`config.mk`:
```
export PLATFORM = sky130hd
export DESIGN_NAME = sdac_port
export DESIGN_NICKNAME = d
export VERILOG_FILES = /design/src/rtl/sdac_pkg.sv /design/src/rtl/sdac_frame_rx.sv /design/src/rtl/sdac_regs.sv /design/src/rtl/sdac_out.sv /design/src/rtl/sdac_port.sv
export SDC_FILE = /design/constraint.sdc
export NUM_CORES = 1
export LEC_CHECK = 0
export CORE_MARGIN = 2
export CORE_UTILIZATION = 60
export DETAILED_ROUTE_END_ITERATION = 8
export PLACE_DENSITY = 0.79
export SYNTH_ARGS = -nofsm -noshare
export SYNTH_HDL_FRONTEND = slang
export SYNTH_HIERARCHICAL = 1
export SYNTH_SLANG_ARGS = --single-unit
```
`constraint.sdc`:
```
create_clock -name clk -period 3.4 [get_ports clk]
set_input_delay 0.51 -clock clk [delete_from_list [all_inputs] [get_ports clk]]
set_output_delay 0.51 -clock clk [all_outputs]
set_load 0.03 [all_outputs]
```
`src/rtl/sdac_pkg.sv`:
```
package sdac_pkg;

  typedef enum logic [2:0] {
    ADR_NONE  = 3'd0,
    ADR_DAC   = 3'd1,
    ADR_CTRL  = 3'd2,
    ADR_CLEAR = 3'd3,
    ADR_CMD   = 3'd4
  } sdac_addr_e;

  typedef struct packed {
    logic twos;   // bit 2: two's-complement coding
    logic clamp;  // bit 1: output clamp, strobe held off
    logic rbuf;   // bit 0: buffer-mode flag
  } sdac_ctrl_t;

  localparam sdac_ctrl_t CTRL_POR = '{twos: 1'b0, clamp: 1'b1, rbuf: 1'b1};

  localparam int CMD_CLEAR_BIT = 1;
  localparam int CMD_RESET_BIT = 2;

endpackage

```
`src/rtl/sdac_frame_rx.sv`:
```
module sdac_frame_rx #(
  parameter int FRAME_BITS = 24
) (
  input  logic                  clk,
  input  logic                  rst_n,
  input  logic                  soft_rst,
  input  logic                  sclk,
  input  logic                  sync_n,
  input  logic                  sdin,
  input  logic                  ld_en,
  input  logic [FRAME_BITS-1:0] ld_word,
  output logic                  sdo,
  output logic                  frame_ok,
  output logic [FRAME_BITS-1:0] frame_word
);
  localparam int CNT_W = $clog2(FRAME_BITS + 1);
  localparam logic [CNT_W-1:0] CNT_FULL = CNT_W'(FRAME_BITS);

  logic                  sclk_q, sync_q;
  logic [FRAME_BITS-1:0] shreg_q, shreg_d;
  logic [CNT_W-1:0]      cnt_q, cnt_d;
  logic                  sclk_fall, sync_rise, sync_fall;

  assign sclk_fall  = sclk_q & ~sclk;
  assign sync_rise  = ~sync_q & sync_n;
  assign sync_fall  = sync_q & ~sync_n;
  assign frame_ok   = sync_rise & (cnt_q == CNT_FULL);
  assign frame_word = shreg_q;
  assign sdo        = shreg_q[FRAME_BITS-1];

  always_comb begin
    shreg_d = shreg_q;
    cnt_d   = cnt_q;
    if (soft_rst) begin
      shreg_d = '0;
      cnt_d   = '0;
    end else if (ld_en) begin
      shreg_d = ld_word;
    end else begin
      if (sync_fall) cnt_d = '0;
      if (!sync_n && sclk_fall) begin
        shreg_d = {shreg_q[FRAME_BITS-2:0], sdin};
        if (!sync_fall && cnt_q != CNT_FULL) cnt_d = cnt_q + 1'b1;
        else if (sync_fall) cnt_d = CNT_W'(1);
      end
    end
  end

  always_ff @(posedge clk or negedge rst_n) begin
    if (!rst_n) begin
      sclk_q  <= 1'b0;
      sync_q  <= 1'b1;
      shreg_q <= '0;
      cnt_q   <= '0;
    end else begin
      sclk_q  <= sclk;
      sync_q  <= sync_n;
      shreg_q <= shreg_d;
      cnt_q   <= cnt_d;
    end
  end

  AST_IDLE_SDO_STILL: assert property (@(posedge clk) disable iff (!rst_n)
    (sync_n && sync_q && !ld_en && !soft_rst) |=> $stable(sdo)) else $error("idle sdo moved");

  AST_SOFT_RST_SDO: assert property (@(posedge clk) disable iff (!rst_n)
    soft_rst |=> (sdo == 1'b0)) else $error("sdo not cleared");

endmodule

```
`src/rtl/sdac_regs.sv`:
```
module sdac_regs
  import sdac_pkg::*;
#(
  parameter int FRAME_BITS = 24,
  parameter int CODE_W     = 18
) (
  input  logic                  clk,
  input  logic                  rst_n,
  input  logic                  dev_reset_n,
  input  logic                  clr_n,
  input  logic                  frame_ok,
  input  logic [FRAME_BITS-1:0] frame_word,
  output logic                  soft_rst,
  output logic                  clr_evt,
  output logic                  dac_wr,
  output logic [CODE_W-1:0]     wr_code,
  output logic [CODE_W-1:0]     dac_reg,
  output logic [CODE_W-1:0]     clear_reg,
  output sdac_ctrl_t            ctrl,
  output logic                  rd_en,
  output logic [FRAME_BITS-1:0] rd_word
);
  localparam int DATA_W = FRAME_BITS - 4;
  localparam int PAD_W  = DATA_W - CODE_W;
  localparam int CTRL_W = $bits(sdac_ctrl_t);

  logic [DATA_W-1:0] data_f;
  sdac_addr_e        addr_f;
  logic              rd_f, wr_any, clr_q;
  logic [CODE_W-1:0] dac_d, clear_d;
  sdac_ctrl_t        ctrl_d;
  logic              pin_clr;

  assign rd_f    = frame_word[FRAME_BITS-1];
  assign addr_f  = sdac_addr_e'(frame_word[FRAME_BITS-2 -: 3]);
  assign data_f  = frame_word[DATA_W-1:0];
  assign wr_code = data_f[DATA_W-1 -: CODE_W];
  assign wr_any  = frame_ok & ~rd_f;
  assign rd_en   = frame_ok & rd_f;
  assign pin_clr = clr_q & ~clr_n;

  assign soft_rst = ~dev_reset_n | (wr_any & (addr_f == ADR_CMD) & data_f[CMD_RESET_BIT]);
  assign clr_evt  = ~soft_rst &
                    (pin_clr | (wr_any & (addr_f == ADR_CMD) & data_f[CMD_CLEAR_BIT]));
  assign dac_wr   = ~soft_rst & ~clr_evt & wr_any & (addr_f == ADR_DAC);

  always_comb begin
    dac_d   = dac_reg;
    clear_d = clear_reg;
    ctrl_d  = ctrl;
    if (soft_rst) begin
      dac_d   = '0;
      clear_d = '0;
      ctrl_d  = CTRL_POR;
    end else begin
      if (clr_evt) dac_d = clear_reg;
      else if (dac_wr) dac_d = wr_code;
      if (wr_any && addr_f == ADR_CLEAR) clear_d = wr_code;
      if (wr_any && addr_f == ADR_CTRL)  ctrl_d  = sdac_ctrl_t'(data_f[CTRL_W-1:0]);
    end
  end

  always_comb begin
    rd_word = {1'b1, 3'(addr_f), {DATA_W{1'b0}}};
    unique case (addr_f)
      ADR_DAC:   rd_word[DATA_W-1:0] = {dac_reg, {PAD_W{1'b0}}};
      ADR_CLEAR: rd_word[DATA_W-1:0] = {clear_reg, {PAD_W{1'b0}}};
      ADR_CTRL:  rd_word[DATA_W-1:0] = {{(DATA_W-CTRL_W){1'b0}}, ctrl};
      default:   rd_word[DATA_W-1:0] = '0;
    endcase
  end

  always_ff @(posedge clk or negedge rst_n) begin
    if (!rst_n) begin
      dac_reg   <= '0;
      clear_reg <= '0;
      ctrl      <= CTRL_POR;
      clr_q     <= 1'b1;
    end else begin
      dac_reg   <= dac_d;
      clear_reg <= clear_d;
      ctrl      <= ctrl_d;
      clr_q     <= clr_n;
    end
  end

  AST_PIN_RESET_POR: assert property (@(posedge clk) disable iff (!rst_n)
    !dev_reset_n |=> (ctrl == CTRL_POR && dac_reg == '0 && clear_reg == '0)) else $error("por");

  AST_CLR_PIN_COPY: assert property (@(posedge clk) disable iff (!rst_n)
    (clr_q && !clr_n && dev_reset_n) |=> (dac_reg == $past(clear_reg))) else $error("clr");

  AST_NO_FRAME_HOLD: assert property (@(posedge clk) disable iff (!rst_n)
    (!frame_ok && dev_reset_n) |=> ($stable(ctrl) && $stable(clear_reg))) else $error("hold");

endmodule

```
`src/rtl/sdac_out.sv`:
```
module sdac_out #(
  parameter int CODE_W = 18
) (
  input  logic              clk,
  input  logic              rst_n,
  input  logic              soft_rst,
  input  logic              clr_evt,
  input  logic              dac_wr,
  input  logic              ldac_n,
  input  logic [CODE_W-1:0] wr_code,
  input  logic [CODE_W-1:0] clear_code,
  input  logic [CODE_W-1:0] dac_reg,
  input  logic              twos,
  input  logic              clamp,
  output logic [CODE_W-1:0] dac_code,
  output logic              dac_update
);
  logic              ldac_q, ldac_fall, load;
  logic [CODE_W-1:0] src, code_d;
  logic              upd_d;

  function automatic logic [CODE_W-1:0] to_core(input logic [CODE_W-1:0] v, input logic tc);
    return tc ? {~v[CODE_W-1], v[CODE_W-2:0]} : v;
  endfunction

  assign ldac_fall = ldac_q & ~ldac_n;

  always_comb begin
    load = 1'b0;
    src  = dac_reg;
    if (clr_evt) begin
      load = 1'b1;
      src  = clear_code;
    end else if (dac_wr && !ldac_n) begin
      load = 1'b1;
      src  = wr_code;
    end else if (ldac_fall) begin
      load = 1'b1;
      src  = dac_reg;
    end
  end

  always_comb begin
    code_d = dac_code;
    upd_d  = 1'b0;
    if (soft_rst) begin
      code_d = '0;
    end else if (load) begin
      code_d = to_core(src, twos);
      upd_d  = ~clamp;
    end
  end

  always_ff @(posedge clk or negedge rst_n) begin
    if (!rst_n) begin
      dac_code   <= '0;
      dac_update <= 1'b0;
      ldac_q     <= 1'b1;
    end else begin
      dac_code   <= code_d;
      dac_update <= upd_d;
      ldac_q     <= ldac_n;
    end
  end

  AST_CLAMP_NO_STROBE: assert property (@(posedge clk) disable iff (!rst_n)
    clamp |=> !dac_update) else $error("strobe while clamped");

  AST_CODE_HOLD: assert property (@(posedge clk) disable iff (!rst_n)
    (!clr_evt && !dac_wr && !ldac_fall && !soft_rst) |=> $stable(dac_code)) else $error("code moved");

  AST_RESET_CODE_ZERO: assert property (@(posedge clk) disable iff (!rst_n)
    soft_rst |=> (dac_code == '0 && !dac_update)) else $error("reset code");

endmodule

```
`src/rtl/sdac_port.sv`:
```
module sdac_port #(
  parameter int FRAME_BITS = 24,
  parameter int CODE_W     = 18
) (
  input  logic              clk,
  input  logic              rst_n,
  input  logic              sclk,
  input  logic              sync_n,
  input  logic              sdin,
  output logic              sdo,
  input  logic              ldac_n,
  input  logic              clr_n,
  input  logic              dev_reset_n,
  output logic [CODE_W-1:0] dac_code,
  output logic              dac_update
);
  import sdac_pkg::*;

  localparam int SYNC_STAGES = 2;

  logic [SYNC_STAGES-1:0] rst_sync_q;
  logic                   rst_i;

  always_ff @(posedge clk or negedge rst_n) begin
    if (!rst_n) rst_sync_q <= '0;
    else        rst_sync_q <= {rst_sync_q[SYNC_STAGES-2:0], 1'b1};
  end
  assign rst_i = rst_sync_q[SYNC_STAGES-1];

  logic                  soft_rst, clr_evt, dac_wr, frame_ok, rd_en;
  logic [FRAME_BITS-1:0] frame_word, rd_word;
  logic [CODE_W-1:0]     wr_code, dac_reg, clear_reg;
  sdac_ctrl_t            ctrl;

  sdac_frame_rx #(.FRAME_BITS(FRAME_BITS)) u_rx (
    .clk(clk), .rst_n(rst_i), .soft_rst(soft_rst),
    .sclk(sclk), .sync_n(sync_n), .sdin(sdin),
    .ld_en(rd_en), .ld_word(rd_word),
    .sdo(sdo), .frame_ok(frame_ok), .frame_word(frame_word)
  );

  sdac_regs #(.FRAME_BITS(FRAME_BITS), .CODE_W(CODE_W)) u_regs (
    .clk(clk), .rst_n(rst_i), .dev_reset_n(dev_reset_n), .clr_n(clr_n),
    .frame_ok(frame_ok), .frame_word(frame_word),
    .soft_rst(soft_rst), .clr_evt(clr_evt), .dac_wr(dac_wr),
    .wr_code(wr_code), .dac_reg(dac_reg), .clear_reg(clear_reg),
    .ctrl(ctrl), .rd_en(rd_en), .rd_word(rd_word)
  );

  sdac_out #(.CODE_W(CODE_W)) u_out (
    .clk(clk), .rst_n(rst_i), .soft_rst(soft_rst), .clr_evt(clr_evt),
    .dac_wr(dac_wr), .ldac_n(ldac_n), .wr_code(wr_code),
    .clear_code(clear_reg), .dac_reg(dac_reg),
    .twos(ctrl.twos), .clamp(ctrl.clamp),
    .dac_code(dac_code), .dac_update(dac_update)
  );

  AST_RST_RELEASE_SYNC: assert property (@(posedge clk)
    $rose(rst_i) |-> $past(rst_n)) else $error("reset release");

endmodule

```
# Word-level counts from Yosys, hierarchy flattened

Index checks and enable logic that the tools add are counted.

Logic and storage cells: 93
Bits of input ports: 8
Register bits after elaboration: 93
Output and inout bits: 20

Mux-type cells: 27
Bitwise operators: 28
Add/sub/neg operators: 1
Eq/ne operators: 7
Reduce and logical (&&, ||, !) cells: 15

Operator list:

| cell                                                  | count |
|---|---|
| 2-to-1 mux 18 bit                                     | 10 |
| 2-to-1 mux 24 bit                                     | 3 |
| case mux 20 bit (3 select lines)                      | 1 |
| 2-to-1 mux 5 bit                                      | 6 |
| AND 1 bit                                             | 15 |
| NOT 1 bit                                             | 11 |
| nonzero test 2 bit                                    | 4 |
| equality test 3 x 2 -> 1 bit, second input constant   | 2 |
| 2-to-1 mux 3 bit                                      | 2 |
| nonzero test 3 bit                                    | 2 |
| adder 5 x 1 -> 5 bit, second input constant           | 1 |
| equality test 5 bit, second input constant            | 1 |
| logical AND 1 bit                                     | 5 |
| 2-to-1 mux 1 bit                                      | 5 |
| inequality test 5 bit, second input constant          | 1 |
| equality test 3 x 1 -> 1 bit, second input constant   | 1 |
| equality test 3 bit, second input constant            | 1 |
| zero test 1 bit                                       | 3 |
| inequality test 2 x 1 -> 1 bit, second input constant | 1 |
| OR 1 bit                                              | 2 |
| AND reduction 2 bit                                   | 1 |

# Longest topological paths before layout

Depth in word-level cells: 20
Gate-level depth with buffers: 17
Depth with buffers taken out: 12

# Modules after synthesis

The synthesis kept the hierarchy.

Modules (own cells, without submodules):

| module        | cells each | seq. area each (um^2) | area each (um^2) | times used |
|---|---|---|---|---|
| sdac_regs     | 256        | 1,004.7               | 2,250.9          | 1 |
| sdac_frame_rx | 151        | 777.0                 | 1,716.6          | 1 |
| sdac_out      | 108        | 501.7                 | 1,142.3          | 1 |
| sdac_port     | 3          | 50.0                  | 53.8             | 1 |

# Worst setup path before layout

No wires, ideal clock.

Path kind: register -> register
Start: register u_rx.cnt_q[0]
End: register u_out.dac_code[9]
Period minus slack after synthesis: 3.214 ns
Slack: 0.186 ns
Setup time: 0.121 ns
Path buffers: 3
Arrival time: 3.093 ns
Cell stages (with the launch flop): 16
Data required time: 3.279 ns
Cells stage by stage: dfrtp_1 -> inv_1 -> ha_1 -> nand4b_1 -> nor3b_1 -> nor2b_1 -> clkbuf_1 -> nand4_1 -> nand2_1 -> clkbuf_1 -> nor2_1 -> o21ba_2 -> nor2_2 -> nor2_4 -> buf_2 -> a22o_1

Cells in the longest elaborated chain, start to end: 18
Elaborated cells on any way between the ends: 23
Classes of those cells: eq/ne: 1; mux: 7; bitwise: 13; reduce/logical: 2

Ends and longest elaborated chain:

| what                       | RTL line                         | source |
|---|---|---|
| start: declaration         | sdac_frame_rx.sv:21              | `logic [CNT_W-1:0] cnt_q, cnt_d;` |
| start signal: assignment   | sdac_frame_rx.sv:59              | `cnt_q <= cnt_d;` |
| equality test 5 bit (*)    | sdac_frame_rx.sv:27              | `assign frame_ok = sync_rise & (cnt_q == CNT_FULL);` |
| AND 1 bit (*)              | sdac_frame_rx.sv:27              |  |
| named net frame_ok         | sdac_port.sv:30                  | `logic soft_rst, clr_evt, dac_wr, frame_ok, rd_en;` |
| AND 1 bit (*)              | sdac_regs.sv:38                  | `assign wr_any = frame_ok & ~rd_f;` |
| AND 1 bit (*) (2 in a row) | sdac_regs.sv:42                  | `assign soft_rst = ~dev_reset_n \| (wr_any & (addr_f == ADR_CMD) & data_f[CMD_RESET_BIT]);` |
| OR 1 bit (*)               | sdac_regs.sv:42                  |  |
| named net soft_rst         | sdac_port.sv:30                  |  |
| NOT 1 bit (*)              | sdac_regs.sv:43, sdac_regs.sv:45 |  |
| [2 not listed]             | --                               |  |
| AND 1 bit (*) (3 in a row) | sdac_regs.sv:45                  | `assign dac_wr = ~soft_rst & ~clr_evt & wr_any & (addr_f == ADR_DAC);` |
| named net dac_wr           | sdac_port.sv:30                  |  |
| logical AND 1 bit (*)      | sdac_out.sv:34                   | `end else if (dac_wr && !ldac_n) begin` |
| 2-to-1 mux 18 bit          | sdac_out.sv:34                   |  |
| 2-to-1 mux 18 bit          | sdac_out.sv:31                   | `if (clr_evt) begin` |
| 2-to-1 mux 18 bit          | sdac_out.sv:23                   | `return tc ? {~v[CODE_W-1], v[CODE_W-2:0]} : v;` |
| 2-to-1 mux 18 bit          | sdac_out.sv:48                   | `end else if (load) begin` |
| 2-to-1 mux 18 bit          | sdac_out.sv:46                   | `if (soft_rst) begin` |
| end signal: assignment     | sdac_out.sv:60                   | `dac_code <= code_d;` |
| end: declaration           | sdac_out.sv:15                   | `output logic [CODE_W-1:0] dac_code,` |

The timed path passes the listed nets; every way through them passes the cells marked *. The select of a mux whose other input is x is not followed.
A chain may end at the register's enable or synchronous reset.

# Worst setup path after layout

Start: register u_rx.cnt_q[1]
End: register u_out.dac_code[1]

Cells in the longest elaborated chain, start to end: 18
Elaborated cells on any way between the ends: 23
Classes of those cells: eq/ne: 1; mux: 7; bitwise: 13; reduce/logical: 2

Ends and longest elaborated chain:

| what                       | RTL line |
|---|---|
| equality test 5 bit (*)    | sdac_frame_rx.sv:27 |
| AND 1 bit (*)              | sdac_frame_rx.sv:27 |
| named net frame_ok         | sdac_port.sv:30 |
| AND 1 bit (*)              | sdac_regs.sv:38 |
| AND 1 bit                  | sdac_regs.sv:42, sdac_regs.sv:44 |
| AND 1 bit                  | sdac_regs.sv:42 |
| OR 1 bit                   | sdac_regs.sv:42 |
| NOT 1 bit                  | sdac_regs.sv:43, sdac_regs.sv:45 |
| [3 not listed]             | -- |
| AND 1 bit (*) (2 in a row) | sdac_regs.sv:45 |
| named net dac_wr           | sdac_port.sv:30 |
| logical AND 1 bit (*)      | sdac_out.sv:34 |
| 2-to-1 mux 18 bit          | sdac_out.sv:34 |
| 2-to-1 mux 18 bit          | sdac_out.sv:31 |
| 2-to-1 mux 18 bit          | sdac_out.sv:23 |
| 2-to-1 mux 18 bit          | sdac_out.sv:48 |
| 2-to-1 mux 18 bit          | sdac_out.sv:46 |

Marks and branches as above.

==> results_dict.tcl <==
set metrics [dict create \
    syn_area_mm2 0.00516 \
    synth_edf_count 0 \
    dieArea_mm2 0.00936 \
    ctsResizeCount 0 \
    arrival_ns 3.31 \
    power_leakage_nw 2.44 \
    hold_violations 0 \
    cts_setup_buffers 0 \
    nFillCells 644 \
    hold_buffers 0 \
    outcome "complete, no violations" \
    slowest_stage "nor2_4" \
    dr.pass1.iters 5 \
    synth_cell_types 47 \
    cts_root_buffer "clkbuf_8" \
    setup_violations 0 \
    drc 0 \
    syn-instance-count 518 \
    async_flop_share_pct 100 \
    cts_buffer_depth 2 \
    clock_skew_ns 0.00893 \
    period_share_pct 88.5 \
    die_h_um 96.8 \
    dp_worst_setup_slack_ns 0.333 \
    dpl.hpwl_mm 7.29 \
    fin_util_pct 67.6 \
    rows 33 \
    fp.dieW_um 96.8 \
    grt_max_degree 45 \
    slew_violations 0 \
    numCtsBuffers 9 \
    worstSetupPathType "reg2reg" \
    fin_ws_ns 0.391 \
    relSlewSlack_pct 42.6 \
    p_per_area_mw_per_mm2 406 \
    rsz0062_at_grt "false" \
    ioPinCount 28 \
    cp-end-kind "register" \
    syn_nets 528 \
    worst_pin_slew_ns 0.859 \
    diodes 0 \
    max_freq_mhz 332 \
    crit_fanout 18 \
    ys_ff_latch 93 \
    first_iter_violations 215 \
    tns_ns 0 \
    synth_warnings 6 \
    dpl.cell_count 610 \
    ys.flop_type "dfrtp_1" \
    design_area_mm2 0.00561 \
    clock_latency_ns 0.37 \
    crit_required_ns 3.70 \
    ir_drop_mv 0.205 \
    critPathLaunchType "register" \
    final_cells 626 \
    grt_usage_pct 26.8 \
    critPathBufInv 2 \
    synth-seq-area-share_pct 45.2 \
    port_buffers 27 \
    ant_nets 0 \
    tritoncts "done" \
    grt_pass1_wl_mm 20.4 \
    finalCriticalPeriod_ns 3.01 \
    cp_top_family "simple AND/OR/NAND/NOR gates" \
    core_area_mm2 0.00830 \
    min_path_type "in2async" \
    clkSinkCount 93 \
    largest_reg_flops 24 \
    first_global_vias 4114 \
    vias_per_cell 6.28 \
    antenna_found_initial 0 \
    worstPathCellList "inv_1 -> ha_1 -> nand4b_1 -> nor3b_1 -> nor2b_1 -> buf_4 -> and2_1 -> nand2_1 -> nor2_1 -> o21ba_2 -> nor2_2 -> nor2_4 -> a22o_1" \
    area_growth_pct 8.72 \
    num_vias 3932 \
    gp_routability_congestion 0.831 \
    wire_per_inst_um 19.2 \
    max-cap-violations 0 \
    layout-drive-gt1-share_pct 15.7 \
    synth_area_per_cell_um2 9.97 \
    cp_slowest_stage_delay_ns 0.42 \
    clk_pin_slew_ns 0.09 \
    grt_overflow_total 0 \
    nets 526 \
    finalWirelength_mm 12.0 \
    initial_utilization_pct 62.2 \
    htreeDepth 3 \
    place_area_mm2 0.00535 \
]
## layout make-up
| type | count | area, µm² | share of cell area (%) |
|---|---|---|---|
| Clock buffer | 12 | 145 | 2.59 |
| Clock inverter | 4 | 120 | 2.14 |
| Inverter | 3 | 11.3 | 0.201 |
| Multi-Input combinational cell | 364 | 2460 | 43.9 |
| Sequential cell | 93 | 2340 | 41.6 |
| Tap cell | 105 | 131 | 2.34 |
| Timing Repair Buffer | 45 | 405 | 7.22 |
## routing by layer
metal  vias up  share of wire [%]  GRT usage [%]
met5         -                  0              0
met3        22                5.5           3.97
li1       1793                  -              -
met4         0                1.7           12.0
met1      2003                 44           36.1
met2       114                 49           43.4
## path summary, 6_finish.rpt
check | start | endpoint | slack [ns] | cells past startpoint
hold / removal | rst_n | rst_sync_q[1] | 0.29 | 1
setup / recovery | u_rx/cnt_q[1] | u_out/dac_code[1] | 0.39 | 13
min in group clk | rst_sync_q[0] | rst_sync_q[1] | 0.36 | 0
setup reg to reg | u_rx/cnt_q[1] | u_out/dac_code[1] | 0.39 | 13
hold reg to reg | rst_sync_q[1] | u_rx/frame_word[10] | 0.33 | 0
max in group asynchronous | rst_sync_q[1] | u_rx/sync_q | 2.27 | 1
## synthesized netlist by cell type, types with 2 or more instances
master     n  area share (%)
nand2_1   96             7.0
dfrtp_1   88              43
nor2_1    54             3.9
mux2i_1   43             8.3
a22o_1    35             5.9
buf_4     28             4.1
mux2_2    23             5.0
a21oi_1   20             1.9
o21ai_0   20             1.9
clkbuf_1  13            0.95
a311oi_2  10             2.9
a311oi_1   9             1.5
buf_2      9            0.87
and2_1     6            0.73
buf_6      6             1.3
nand3_1    6            0.58
dfstp_2    5             2.5
nor2b_1    4            0.48
inv_1      3            0.22
mux2_1     3            0.65
a211oi_1   2            0.29
a41oi_1    2            0.34
and3_1     2            0.24
buf_1      2            0.15
conb_1     2            0.15
ha_1       2            0.48
nand2b_1   2            0.24
nor3b_1    2            0.29
nor3b_4    2            0.73
o211ai_1   2            0.29
## power breakdown
| group | switching [mW] | total, mW | internal, mW |
|---|---|---|---|
| registers | 0.0269 | 1.16 | 1.13 |
| clock network | 0.377 | 0.961 | 0.584 |
| logic | 0.103 | 0.164 | 0.0611 |
## cells in the final DEF, fill, tap and decap left out, types with 18 or more instances in the layout
| cell type | synthesis | routed |
|---|---|---|
| dfrtp_1 | 88 | 87 |
| clkdlybuf4s50_1 | 0 | 27 |
| nor2_1 | 54 | 53 |
| a22o_1 | 35 | 35 |
| o21ai_0 | 20 | 20 |
| mux2i_1 | 43 | 43 |
| a21oi_1 | 20 | 20 |
| buf_4 | 28 | 18 |
| mux2_2 | 23 | 23 |
| nand2_1 | 96 | 95 |
## cells by family (layout without fill, tap and decap cells)
| family | Yosys count | after routing | synth area share, % |
|---|---|---|---|
| buffers and inverters | 61 | 64 | 7.56 |
| adders and majority gates | 2 | 2 | 0.485 |
| other | 2 | 2 | 0.145 |
| and+or+nand+nor | 186 | 186 | 16.6 |
| xor gates and xnor gates | 1 | 1 | 0.170 |
| DFF | 93 | 93 | 45.2 |
| muxes | 69 | 69 | 14.0 |
| AOI/OAI and AO/OA | 104 | 104 | 15.8 |
## stage by stage
step                      hold WS [ns]  total power [mW]
after floorplan                  0.214              1.28
after global placement           0.337              1.33
after detailed placement         0.341              1.34
after CTS                        0.284              2.30
after global routing             0.291              2.36
final                            0.289              2.28
Power figures use the tool's default switching activity.
